$ cat config.mk
export PLATFORM = sky130hd
export DESIGN_NAME = sync_timing_detector
export DESIGN_NICKNAME = d
export VERILOG_FILES = /design/src/rtl/sync_timing_pkg.sv /design/src/rtl/sync_input_stage.sv /design/src/rtl/sync_period_counter.sv /design/src/rtl/sync_timing_solver.sv /design/src/rtl/sync_timing_detector.sv
export SDC_FILE = /design/constraint.sdc
export NUM_CORES = 1
export LEC_CHECK = 0
export BUFFER_PORTS_ARGS = -buffer_cell sky130_fd_sc_hd__buf_4
export CAP_MARGIN = 10
export CORE_AREA = 2 2 127 129
export CTS_BUF_LIST = sky130_fd_sc_hd__clkbuf_2
export DETAILED_ROUTE_END_ITERATION = 6
export DIE_AREA = 0 0 129 131
export GPL_TIMING_DRIVEN = 0
export PLACE_DENSITY = 0.8
export SLEW_MARGIN = 0
export SYNTH_ARGS = -nofsm -noshare
export SYNTH_HDL_FRONTEND = slang
export SYNTH_HIERARCHICAL = 1
export SYNTH_SLANG_ARGS = --single-unit
$ cat constraint.sdc
create_clock -name clk -period 5.3 [get_ports clk]
set_input_delay 0.53 -clock clk [delete_from_list [all_inputs] [get_ports clk]]
set_output_delay 0.53 -clock clk [all_outputs]
set_load 0.02 [all_outputs]
$ cat src/rtl/sync_timing_pkg.sv
// Package: shared types for the sync timing detector.
// Assumes: nothing; holds only types.
package sync_timing_pkg;

    typedef enum logic {
        POL_POS = 1'b0,
        POL_NEG = 1'b1
    } sync_pol_e;

    // Per-clock view of the synchronised inputs.
    typedef struct packed {
        logic rise;
        logic fall;
        logic level;
        logic de;
    } edge_info_t;

endpackage

$ cat src/rtl/sync_input_stage.sv
// Module: sync_input_stage
// Registers the raw sync and data-enable lines through STAGES flops and
// derives sync rising and falling edges from the last stage.
// Assumes: STAGES >= 1; both lines share one register chain so they stay aligned.
module sync_input_stage
    import sync_timing_pkg::*;
#(
    parameter int STAGES = 2
) (
    input  logic       clk,
    input  logic       rst_n,
    input  logic       sync_in,
    input  logic       de_in,
    output edge_info_t ev
);

    logic [STAGES-1:0][1:0] stg;
    logic [1:0]             tail;
    logic                   sync_prev;

    generate
        if (STAGES == 1) begin : g_one
            // Single capture stage.
            always_ff @(posedge clk) begin
                if (!rst_n) stg <= '0;
                else        stg <= {de_in, sync_in};
            end
        end else begin : g_chain
            // Shift both lines down the register chain.
            always_ff @(posedge clk) begin
                if (!rst_n) stg <= '0;
                else        stg <= {stg[STAGES-2:0], {de_in, sync_in}};
            end
        end
    endgenerate

    assign tail = stg[STAGES-1];

    // Previous synchronised sync level for edge detection.
    always_ff @(posedge clk) begin
        if (!rst_n) sync_prev <= 1'b0;
        else        sync_prev <= tail[0];
    end

    // Edge decode.
    always_comb begin
        ev.level = tail[0];
        ev.de    = tail[1];
        ev.rise  = tail[0] & ~sync_prev;
        ev.fall  = ~tail[0] & sync_prev;
    end

endmodule

$ cat src/rtl/sync_period_counter.sv
// Module: sync_period_counter
// Counts clock positions from the last sync rising edge (position 0),
// records the falling-edge position and the first / one-past-last data
// enable positions, and presents the finished period on a rising edge.
// Assumes: the counter saturates at all-ones; a period that saturated is dropped.
module sync_period_counter
    import sync_timing_pkg::*;
#(
    parameter int W = 12
) (
    input  logic         clk,
    input  logic         rst_n,
    input  edge_info_t   ev,
    output logic         period_done,
    output logic         sat_hit,
    output logic [W-1:0] end_total,
    output logic [W-1:0] end_high,
    output logic [W-1:0] end_first,
    output logic [W-1:0] end_last1
);

    localparam logic [W-1:0] CNT_MAX = '1;

    logic [W-1:0] pos_q;
    logic [W-1:0] fall_q;
    logic [W-1:0] first_q;
    logic [W-1:0] last1_q;
    logic         seen_q;
    logic         armed_q;

    // Position counting and per-period edge / enable capture.
    always_ff @(posedge clk) begin
        if (!rst_n) begin
            pos_q   <= '0;
            fall_q  <= '0;
            first_q <= '0;
            last1_q <= '0;
            seen_q  <= 1'b0;
            armed_q <= 1'b0;
        end else if (ev.rise) begin
            armed_q <= 1'b1;
            pos_q   <= W'(1);
            fall_q  <= '0;
            first_q <= '0;
            seen_q  <= ev.de;
            last1_q <= ev.de ? W'(1) : '0;
        end else begin
            if (pos_q == CNT_MAX) armed_q <= 1'b0;
            else                  pos_q   <= pos_q + W'(1);
            if (ev.fall) fall_q <= pos_q;
            if (ev.de) begin
                if (!seen_q) first_q <= pos_q;
                last1_q <= pos_q + W'(1);
                seen_q  <= 1'b1;
            end
        end
    end

    // Finished-period view, valid in the rising-edge cycle.
    always_comb begin
        period_done = ev.rise & armed_q & (pos_q != CNT_MAX);
        sat_hit     = ~ev.rise & (pos_q == CNT_MAX);
        end_total   = pos_q;
        end_high    = fall_q;
        end_first   = first_q;
        end_last1   = last1_q;
    end

endmodule

$ cat src/rtl/sync_timing_solver.sv
// Module: sync_timing_solver
// Infers polarity from the rising-edge high count and derives sync width,
// reference-edge active positions and porches. Purely combinational.
// Assumes: inputs are rising-edge referenced; arithmetic wraps modulo 2^W.
module sync_timing_solver
    import sync_timing_pkg::*;
#(
    parameter int W = 12
) (
    input  logic [W-1:0] total,
    input  logic [W-1:0] high,
    input  logic [W-1:0] first,
    input  logic [W-1:0] last1,
    output sync_pol_e    pol,
    output logic [W-1:0] width,
    output logic [W-1:0] act_start,
    output logic [W-1:0] act_end,
    output logic [W-1:0] bporch,
    output logic [W-1:0] fporch
);

    logic [W-1:0] low_len;
    logic [W-1:0] shift;

    // Polarity decision and re-referencing to the true sync start.
    always_comb begin
        low_len   = total - high;
        pol       = (high > (total >> 1)) ? POL_NEG : POL_POS;
        width     = (pol == POL_NEG) ? low_len : high;
        shift     = (pol == POL_NEG) ? low_len : '0;
        act_start = shift + first;
        act_end   = shift + last1;
        bporch    = act_start - width;
        fporch    = total - act_end;
    end

endmodule

$ cat src/rtl/sync_timing_detector.sv
// Module: sync_timing_detector (top)
// Measures one video axis from a raw sync line and a data-enable line,
// infers sync polarity, and latches period, porch and width results once
// per period. Flags stability after two matching periods and loss of signal
// when the position counter saturates.
// Assumes: all inputs are in the clk domain or tolerate SYNC_STAGES flops.
module sync_timing_detector
    import sync_timing_pkg::*;
#(
    parameter int CNT_W       = 12,
    parameter int SYNC_STAGES = 2
) (
    input  logic             clk,
    input  logic             rst_n,
    input  logic             sync_raw_in,
    input  logic             de_in,
    output logic [CNT_W-1:0] period_total,
    output logic [CNT_W-1:0] sync_count,
    output logic             pol_negative,
    output logic [CNT_W-1:0] sync_width,
    output logic [CNT_W-1:0] active_start,
    output logic [CNT_W-1:0] active_end,
    output logic [CNT_W-1:0] back_porch,
    output logic [CNT_W-1:0] front_porch,
    output logic             timing_valid,
    output logic             no_signal
);

    edge_info_t       ev;
    logic             period_done;
    logic             sat_hit;
    logic [CNT_W-1:0] end_total, end_high, end_first, end_last1;
    sync_pol_e        s_pol;
    logic [CNT_W-1:0] s_width, s_start, s_end, s_bp, s_fp;
    logic [CNT_W-1:0] prev_total, prev_high;
    logic             have_prev;

    sync_input_stage #(.STAGES(SYNC_STAGES)) u_in (
        .clk     (clk),
        .rst_n   (rst_n),
        .sync_in (sync_raw_in),
        .de_in   (de_in),
        .ev      (ev)
    );

    sync_period_counter #(.W(CNT_W)) u_cnt (
        .clk         (clk),
        .rst_n       (rst_n),
        .ev          (ev),
        .period_done (period_done),
        .sat_hit     (sat_hit),
        .end_total   (end_total),
        .end_high    (end_high),
        .end_first   (end_first),
        .end_last1   (end_last1)
    );

    sync_timing_solver #(.W(CNT_W)) u_solve (
        .total     (end_total),
        .high      (end_high),
        .first     (end_first),
        .last1     (end_last1),
        .pol       (s_pol),
        .width     (s_width),
        .act_start (s_start),
        .act_end   (s_end),
        .bporch    (s_bp),
        .fporch    (s_fp)
    );

    // Result latch, stability tracking and loss-of-signal flag.
    always_ff @(posedge clk) begin
        if (!rst_n) begin
            period_total <= '0;
            sync_count   <= '0;
            pol_negative <= 1'b0;
            sync_width   <= '0;
            active_start <= '0;
            active_end   <= '0;
            back_porch   <= '0;
            front_porch  <= '0;
            timing_valid <= 1'b0;
            no_signal    <= 1'b0;
            prev_total   <= '0;
            prev_high    <= '0;
            have_prev    <= 1'b0;
        end else if (period_done) begin
            period_total <= end_total;
            sync_count   <= end_high;
            pol_negative <= (s_pol == POL_NEG);
            sync_width   <= s_width;
            active_start <= s_start;
            active_end   <= s_end;
            back_porch   <= s_bp;
            front_porch  <= s_fp;
            timing_valid <= have_prev && (end_total == prev_total)
                            && (end_high == prev_high);
            no_signal    <= 1'b0;
            prev_total   <= end_total;
            prev_high    <= end_high;
            have_prev    <= 1'b1;
        end else if (sat_hit) begin
            no_signal    <= 1'b1;
            timing_valid <= 1'b0;
            have_prev    <= 1'b0;
        end
    end

endmodule

==> reports/results.tsv, run 1 <==
metric	value	unit
initial_core_util	54.13	%
vias_per_cell	5.461	
critPathKind	flop to flop	
ff2ff_path_depth	26	
flow.area_growth_from_synthesis	23.12	%
crit_family	adder cells	
syn_nets	1006	
grt_pass1_wl	34170	um
power.density	228.7	nW/um2
p_leak	4.271	nW
hpwl	15870	um
grt_pass1_vias	6657	
ant_nets	0	
post-route-min-period	5.276	ns
core	15600	um2
insertion_delay	0.77	ns
status	completed	
hold_start	rst_n	
fin_util	66.65	%
hold_class	primary input to flop	
relSlewSlack	50.70	%
hold_violations	0	
holdPathEnd	u_cnt/end_last1[0]	
cp_max_fo	3	
setup_violations	0	
crit_required	6.01	ns
cp-start-kind	flop	
path_common_cell	maj3_2	
timing.rr.start	u_cnt/end_total[9]	
max_freq	189.5	MHz
drt_iter0_markers	552	
gr-total-overflow	0	
dieArea	16900	um2
io_buffers	90	
ir_drop	0.0001152	V
worstMarginPinSlew	0.7379	ns
avgSynthCellArea	9.030	um2
rows	46	
drive_gt1_share	23.89	%
tritoncts	built	
syn-cell-area	8443	um2
critPathBufInv	4	
grt_max_degree	20	
cp_slowest_stage_delay	0.43	ns
grt_use_total	26.22	%
skew	0.04837	ns
place_ws	-0.6421	ns
cts.path.max_buffers	2	
grt_antenna_before_repair	1	
r2r-end	front_porch[10]	
end_kind	flop	
gp_congestion	0.9297	
worst_path_max_delay_cell	dfxtp_4	
clock-root-buffer	clkbuf_2	
maxCapViolCount	0	
htreeDepth	4	
cts_buffers	17	
drcViolationCount	0	
die_x	129	um
routedWlPerCell	17.16	um
drt_wl_total	22680	um
startpoint	u_cnt/end_total[9]	
synth_cells	935	
die_y	131	um
first_pass_iters	5	
fin_nets	1163	
nFillCells	1273	
reg2reg_slack	0.02	ns
yosys_warnings	6	
ios	91	
cp.arrival	5.98	ns
finalMaxSlewViolations	0	
path_clk_slew	0.26	ns
vias	7220	
whs_path_depth	2	
min_period_over_period	99.55	%
cts_sinks	143	
grt_setup_unrepaired	yes	
fin_ws	0.02365	ns
==> sequential cells by signal, indices dropped and copies added, names as in the netlist, 2 cells and up <==
name             flops
active_end          12
active_start        12
back_porch          12
front_porch         12
prev_high           12
prev_total          12
sync_width          12
u_cnt/end_first     12
u_cnt/end_high      12
u_cnt/end_last1     12
u_cnt/end_total     12
u_in/stg             2
u_in/tail            2
==> cell type report <==
cell class	instances	area [um2]	share of cell area (%)
multi-input cells	690	5409	52.03
flip-flops and latches	143	2934	28.23
repair buffers	138	1045	10.05
well taps	216	270.3	2.600
inverters	65	251.5	2.419
clock inverters	14	206.4	1.986
plain buffers	37	186.4	1.793
clock buffers	18	90.09	0.8666
diodes	1	2.502	0.02407
==> routing by layer <==
layer  track usage, %  up-vias  share of wire [%]
li1                 -     3493                  -
met1            33.57     3408                 43
met2            43.88      269                 48
met3            4.764       50                6.6
met4            10.74        0                3.0
met5                0        -                  0
==> cells in the final DEF, fill, tap and decap left out, drive strengths merged, types with 3 or more instances in the layout <==
| cell type | n |
|---|---|
| ha | 62 |
| clkinv | 6 |
| nor2 | 55 |
| mux2i | 99 |
| fa | 5 |
| a21oi | 61 |
| nand2b | 11 |
| and2 | 10 |
| nor2b | 101 |
| a21o | 17 |
| a211oi | 3 |
| buf | 148 |
| xor2 | 33 |
| and3 | 4 |
| nor4 | 4 |
| nand2 | 46 |
| xnor2 | 54 |
| o21bai | 10 |
| dfxtp | 143 |
| clkbuf | 43 |
| or3 | 3 |
| o21a | 7 |
| nand3 | 12 |
| bufinv | 4 |
| inv | 68 |
| a21boi | 5 |
| o2111ai | 4 |
| o21ai | 33 |
| nor3 | 13 |
| nand4 | 9 |
| maj3 | 5 |
==> stage by stage <==
| stage | std cells | setup TNS, ns | instance area, um2 | total power, mW | hold WS [ns] |
|---|---|---|---|---|---|
| 2_1_floorplan | 935 | 0 | 8451 | 1.452 | 0.4118 |
| 3_3_place_gp | 1241 | -1.809 | 9397 | 1.546 | 0.4152 |
| 3_5_place_dp | 1241 | -2.305 | 9397 | 1.552 | 0.4234 |
| 4_1_cts | 1288 | 0 | 9935 | 2.329 | 0.05629 |
| 5_1_grt | 1322 | -0.2953 | 10400 | 2.481 | 0.04324 |
| 6_report | 1322 | 0 | 10400 | 2.377 | 0.09119 |
==> worst max path at each step <==
| stage | to | slack, ns | cells past startpoint |
|---|---|---|---|
| finish | front_porch[10] | 0.02 | 26 |
| global route | front_porch[11] | -0.15 | 25 |
| CTS | front_porch[10] | 0.005 | 26 |
| detailed placement | front_porch[10] | -0.64 | 27 |
| global placement | front_porch[10] | -0.58 | 27 |
| floorplan | front_porch[10] | 0.02 | 23 |
==> where the power goes <==
part           total, mW  internal, mW  switching, mW
Sequential          1.10          1.08         0.0161
Combinational      0.522         0.243          0.279
Clock              0.757         0.322          0.436
Total               2.38          1.65          0.731
==> timing repair <==
item                       in CTS  in global routing
buffers inserted               13                 33
hold endpoints to repair        2                  0
cloned                          0                  0
pin swaps                      11                 30
hold buffers                    2                  0
gates resized for setup        40                 52
setup endpoints to repair       6                  4
No activity file was read; power rests on OpenSTA's default activity.
==> run 2: changes to the inputs <==
--- a/config.mk
+++ b/config.mk
@@ -5,15 +5,14 @@
 export SDC_FILE = /design/constraint.sdc
 export NUM_CORES = 1
 export LEC_CHECK = 0
-export BUFFER_PORTS_ARGS = -buffer_cell sky130_fd_sc_hd__buf_4
 export CAP_MARGIN = 10
 export CORE_AREA = 2 2 127 129
 export CTS_BUF_LIST = sky130_fd_sc_hd__clkbuf_2
 export DETAILED_ROUTE_END_ITERATION = 6
 export DIE_AREA = 0 0 129 131
+export DONT_BUFFER_PORTS = 1
 export GPL_TIMING_DRIVEN = 0
-export PLACE_DENSITY = 0.8
-export SLEW_MARGIN = 0
+export PLACE_DENSITY = 0.75
 export SYNTH_ARGS = -nofsm -noshare
 export SYNTH_HDL_FRONTEND = slang
 export SYNTH_HIERARCHICAL = 1
==> reports/results.tsv, run 2 (same netlist as run 1, synthesis figures left out) <==
metric	value	unit
status	completed	
ios	91	
setup_violations	0	
clock-root-buffer	clkbuf_2	
whs_path_depth	2	
holdPathEnd	prev_high[0]	
drt_iter0_markers	522	
post-route-min-period	5.204	ns
hold_class	primary input to flop	
cp.arrival	5.89	ns
drive_gt1_share	15.32	%
max_freq	192.2	MHz
routedWlPerCell	17.99	um
p_leak	3.699	nW
htreeDepth	4	
core	15600	um2
tritoncts	built	
vias_per_cell	5.530	
hold_violations	0	
maxCapViolCount	0	
grt_antenna_before_repair	1	
gp_congestion	0.8885	
ant_nets	0	
grt_use_total	25.71	%
worstMarginPinSlew	0.6223	ns
mostFrequentLayoutCells	dfxtp_1, nor2b_1, mux2i_1, inv_1, a21oi_1	
die_x	129	um
r2r-end	front_porch[10]	
end_kind	flop	
seqCellArea	2923	um2
timing.rr.start	u_cnt/end_high[8]	
hold-worst-slack	0.1289	ns
grt_setup_unrepaired	yes	
first_pass_iters	6	
grt_pass1_wl	33380	um
cp-start-kind	flop	
skew	0.03261	ns
hold_start	rst_n	
fin_nets	1057	
io_buffers	0	
hpwl	15450	um
cts_sinks	143	
relSlewSlack	58.22	%
ir_drop	0.0001261	V
cts_buffers	17	
cts.path.max_buffers	2	
multi_input_area	5415	um2
drcViolationCount	0	
tns	0	ns
min_period_over_period	98.19	%
power.density	246.1	nW/um2
insertion_delay	0.75	ns
ff2ff_path_depth	25	
rows	46	
grt_max_degree	17	
gr-total-overflow	0	
vias	6725	
die_y	131	um
dieArea	16900	um2
grt_pass1_vias	6287	
drt_wl_total	21870	um
cp_max_fo	7	
layout_commonest_cell	dfxtp_1	
reg2reg_slack	0.1	ns
critPathKind	flop to flop	
flow.area_growth_from_synthesis	13.49	%
finalMaxSlewViolations	0	
nFillCells	1355	
path_clk_slew	0.22	ns
initial_core_util	54.13	%
crit_required	5.98	ns
-- run 2: cell count changes in the layout (fill, tap and decap cells not counted), sizes merged --
| cell | before | now |
|---|---|---|
| buf | 148 | 42 |
| inv | 68 | 65 |
| clkinvlp | 1 | 3 |
| bufinv | 4 | 5 |
| clkinv | 6 | 5 |
| dlygate4sd3 | 2 | 3 |
-- run 2: timing repair --
| action | 4_1_cts | 5_1_grt |
|---|---|---|
| buffers inserted | 8 | 21 |
| hold buffers | 3 | 0 |
| pin swaps | 5 | 24 |
| endpoints found under the hold margin | 10 | 0 |
| setup endpoints to repair | 6 | 5 |
| gates resized for setup | 33 | 53 |
-- run 2: critical path, cell delays in order (launching register included) --
cell	delay (ns)
dfxtp_2	0.45
ha_4	0.30
nand3_2	0.09
or3b_4	0.41
nor3_2	0.11
a21o_1	0.23
buf_8	0.16
nor2_4	0.05
ha_4	0.16
fa_2	0.39
a21oi_2	0.17
nor2b_1	0.06
nor2_1	0.18
xnor2_2	0.17
inv_2	0.07
ha_4	0.23
inv_1	0.05
o21bai_1	0.07
maj3_2	0.32
o21a_1	0.18
maj3_2	0.31
maj3_2	0.31
maj3_2	0.34
xor2_2	0.17
mux2i_1	0.14
nor2b_1	0.06
-- run 2: layout make-up --
type	instances	area share, %
Sequential cell	143	30.50
Multi-Input combinational cell	690	56.52
Buffer	37	1.959
Clock buffer	19	0.9924
Antenna cell	1	0.02612
Inverter	65	2.572
Timing Repair Buffer	32	2.586
Clock inverter	13	2.024
Tap cell	216	2.821
-- run 2: worst max-delay path by stage --
stage / startpoint / end
2_1_floorplan: u_cnt/end_total[11] / front_porch[10]
3_3_place_gp: u_cnt/end_total[4] / front_porch[10]
3_5_place_dp: u_cnt/end_total[2] / front_porch[10]
4_1_cts: u_cnt/end_total[11] / front_porch[11]
5_1_grt: u_cnt/end_high[8] / front_porch[10]
6_report: u_cnt/end_high[8] / front_porch[10]
-- run 2: per-layer routing --
layer	global-route usage, %	wire [um]	up-vias
li1	-	-	3283
met1	32.41	9450	3120
met2	43.23	10200	268
met3	5.700	1581	54
met4	9.783	635	0
met5	0	0	-
-- run 2: power breakdown --
part / leakage, nW / switching, mW / internal [mW]
clock: 0.163 / 0.399 / 0.354
combinational: 2.37 / 0.272 / 0.231
sequential: 1.17 / 0.0187 / 1.08
-- run 2: per-stage QoR --
| step | power [mW] | setup WS, ns | cell area [um2] | util (%) | cells |
|---|---|---|---|---|---|
| final | 2.358 | 0.09608 | 9582 | 61.43 | 1216 |
| after global routing | 2.453 | -0.06182 | 9582 | 61.43 | 1216 |
| after CTS | 2.321 | -0.004825 | 9176 | 58.83 | 1194 |
| after detailed placement | 1.548 | -0.6864 | 8721 | 55.91 | 1151 |
| after global placement | 1.543 | -0.6140 | 8721 | 55.91 | 1151 |
| after floorplan | 1.452 | 0.02189 | 8451 | - | 935 |
==> run 3: changes to the inputs <==
--- a/config.mk
+++ b/config.mk
@@ -5,14 +5,15 @@
 export SDC_FILE = /design/constraint.sdc
 export NUM_CORES = 1
 export LEC_CHECK = 0
+export ABC_AREA = 1
 export CAP_MARGIN = 10
-export CORE_AREA = 2 2 127 129
+export CORE_AREA = 2 2 131 133
 export CTS_BUF_LIST = sky130_fd_sc_hd__clkbuf_2
 export DETAILED_ROUTE_END_ITERATION = 6
-export DIE_AREA = 0 0 129 131
+export DIE_AREA = 0 0 133 135
 export DONT_BUFFER_PORTS = 1
 export GPL_TIMING_DRIVEN = 0
-export PLACE_DENSITY = 0.75
+export PLACE_DENSITY = 0.74
 export SYNTH_ARGS = -nofsm -noshare
 export SYNTH_HDL_FRONTEND = slang
 export SYNTH_HIERARCHICAL = 1
==> reports/results.tsv, run 3 <==
metric	value	unit
cp.arrival	5.60	ns
hold-worst-slack	0.1160	ns
flow.area_growth_from_synthesis	7.068	%
clockPowerShare	25.7	%
hold_start	rst_n	
status	finished, violations left	
fin_nets	1398	
worstMarginPinSlew	0.7085	ns
clock-root-buffer	clkbuf_2	
cp-start-kind	flop	
r2r-end	back_porch[10]	
initial_core_util	54.05	%
io_buffers	0	
power.density	287.7	nW/um2
drt_iter0_markers	778	
ff2ff_path_depth	24	
syn-cell-area	8869	um2
drt_wl_total	25080	um
min_period_over_period	93.37	%
hold_class	primary input to flop	
dieArea	17960	um2
core	16410	um2
mostFrequentLayoutCells	nand2_1, nor2_1, inv_1, dfxtp_1, o21ai_0	
grt_max_degree	17	
gp_congestion	0.9628	
switching_power	1.046	mW
met3_usage	5.706	%
maxCapViolCount	0	
path_common_cell	nand2_1	
cts_buffers	17	
power.internal	1.686	mW
grt_antenna_before_repair	1	
cts_sinks	143	
layout_commonest_cell	nand2_1	
drive_gt1_share	9.254	%
first_pass_iters	7	
yosys_warnings	6	
syn_nets	1375	
seq_power_share	41.5	%
skew	0.04746	ns
tns	0	ns
routedWlPerCell	16.07	um
vias	8353	
hpwl	19370	um
met1_usage	36.60	%
startpoint	u_cnt/end_total[1]	
max_freq	202.1	MHz
relSlewSlack	52.70	%
p_comb_share	32.8	%
synth_cells	1304	
crit_required	5.96	ns
path_cells	ha_1, nand3_1, nor2_4, o21bai_4, buf_4, nor2_1, ha_1, a31oi_1, xor2_1, ha_1, nand2_1, nor2_1, a211oi_1, o21ai_0, nand3_1, nand2_1, nand2_1, nand2_1, nand2_1, nand2_1, nand2_1, nand2_1, nor2_1, nor2_1	
end_kind	flop	
die_x	133	um
path_clk_slew	0.23	ns
whs_path_depth	3	
gr-total-overflow	0	
cts.path.max_buffers	2	
avgSynthCellArea	6.801	um2
grt_pass1_wl	39150	um
finalMaxSlewViolations	0	
setup_violations	0	
post-route-min-period	4.949	ns
reg2reg_slack	0.35	ns
critPathKind	flop to flop	
use_met2	46.40	%
cp_slowest_stage_delay	0.82	ns
die_y	135	um
grt_pass1_vias	7578	
cp_max_fo	11	
worst_path_max_delay_cell	dfxtp_1	
grt_most_used_layer	met2	
grt_use_total	28.00	%
switching_share	38.29	%
htreeDepth	4	
violations	design-rule violations	
ant_nets	0	
hold_violations	0	
holdPathEnd	prev_total[0]	
rows	47	
insertion_delay	0.76	ns
timing.rr.start	u_cnt/end_total[1]	
p_leak	4.689	nW
drcViolationCount	5	
grt_setup_unrepaired	no	
ir_drop	0.0001384	V
vias_per_cell	5.351	
ios	91	
tritoncts	built	
-- run 3: worst max-delay path: cells and delay by family, from the launching register on --
| kind | cells | cell delay [ns] |
|---|---|---|
| simple gates | 15 | 1.51 |
| fa+ha+maj | 3 | 1.04 |
| compound gates | 4 | 1.04 |
| flops | 1 | 0.82 |
| xor+xnor | 1 | 0.26 |
| buf+inv | 1 | 0.20 |
-- run 3: worst max-delay path by stage --
stage	endpoint	slack, ns	cells after the start
global placement	back_porch[11]	0.07	28
global route	back_porch[10]	0.005	30
finish	back_porch[10]	0.35	24
CTS	back_porch[10]	0.07	30
detailed placement	back_porch[11]	0.08	28
floorplan	back_porch[11]	0.95	28
-- run 3: power by group through the flow --
stage | clock network (mW) | logic [mW] | registers (mW)
floorplan | 0 | 0.689 | 1.14
global placement | 0 | 0.857 | 1.16
detailed placement | 0 | 0.868 | 1.16
CTS | 0.718 | 0.878 | 1.14
global route | 0.759 | 0.996 | 1.14
finish | 0.703 | 0.895 | 1.13
-- run 3: layout make-up --
| cell class | count | area [um2] |
|---|---|---|
| inverters | 187 | 704.4 |
| diodes | 1 | 2.502 |
| well taps | 220 | 275.3 |
| plain buffers | 39 | 173.9 |
| clock inverters | 15 | 181.4 |
| clock buffers | 17 | 85.08 |
| flip-flops and latches | 143 | 2899 |
| repair buffers | 4 | 40.04 |
| multi-input cells | 935 | 5134 |
| fillers | 1588 | 6912 |
-- run 3: metrics by stage --
stage	power [mW]	area, um2	utilization [%]	setup WS [ns]	std cells
4_1_cts	2.733	9450	57.60	0.06567	1560
3_5_place_dp	2.026	9144	55.73	0.07781	1524
5_1_grt	2.891	9495	57.87	0.004777	1561
2_1_floorplan	1.833	8869	-	0.9457	1304
6_report	2.732	9495	57.87	0.3514	1561
3_3_place_gp	2.014	9144	55.73	0.07049	1524
-- run 3: layer usage --
metal	vias to the layer above	routed length, um
li1	4211	-
met1	3771	11280
met2	323	11260
met3	48	1880
met4	0	666
met5	-	0
-- run 3: repair_timing --
action                                  CTS  global route
resized for setup                         0            25
buffers inserted                          0             0
endpoints found under the setup margin    0             7
hold endpoints to repair                 10             0
hold buffers                              4             0
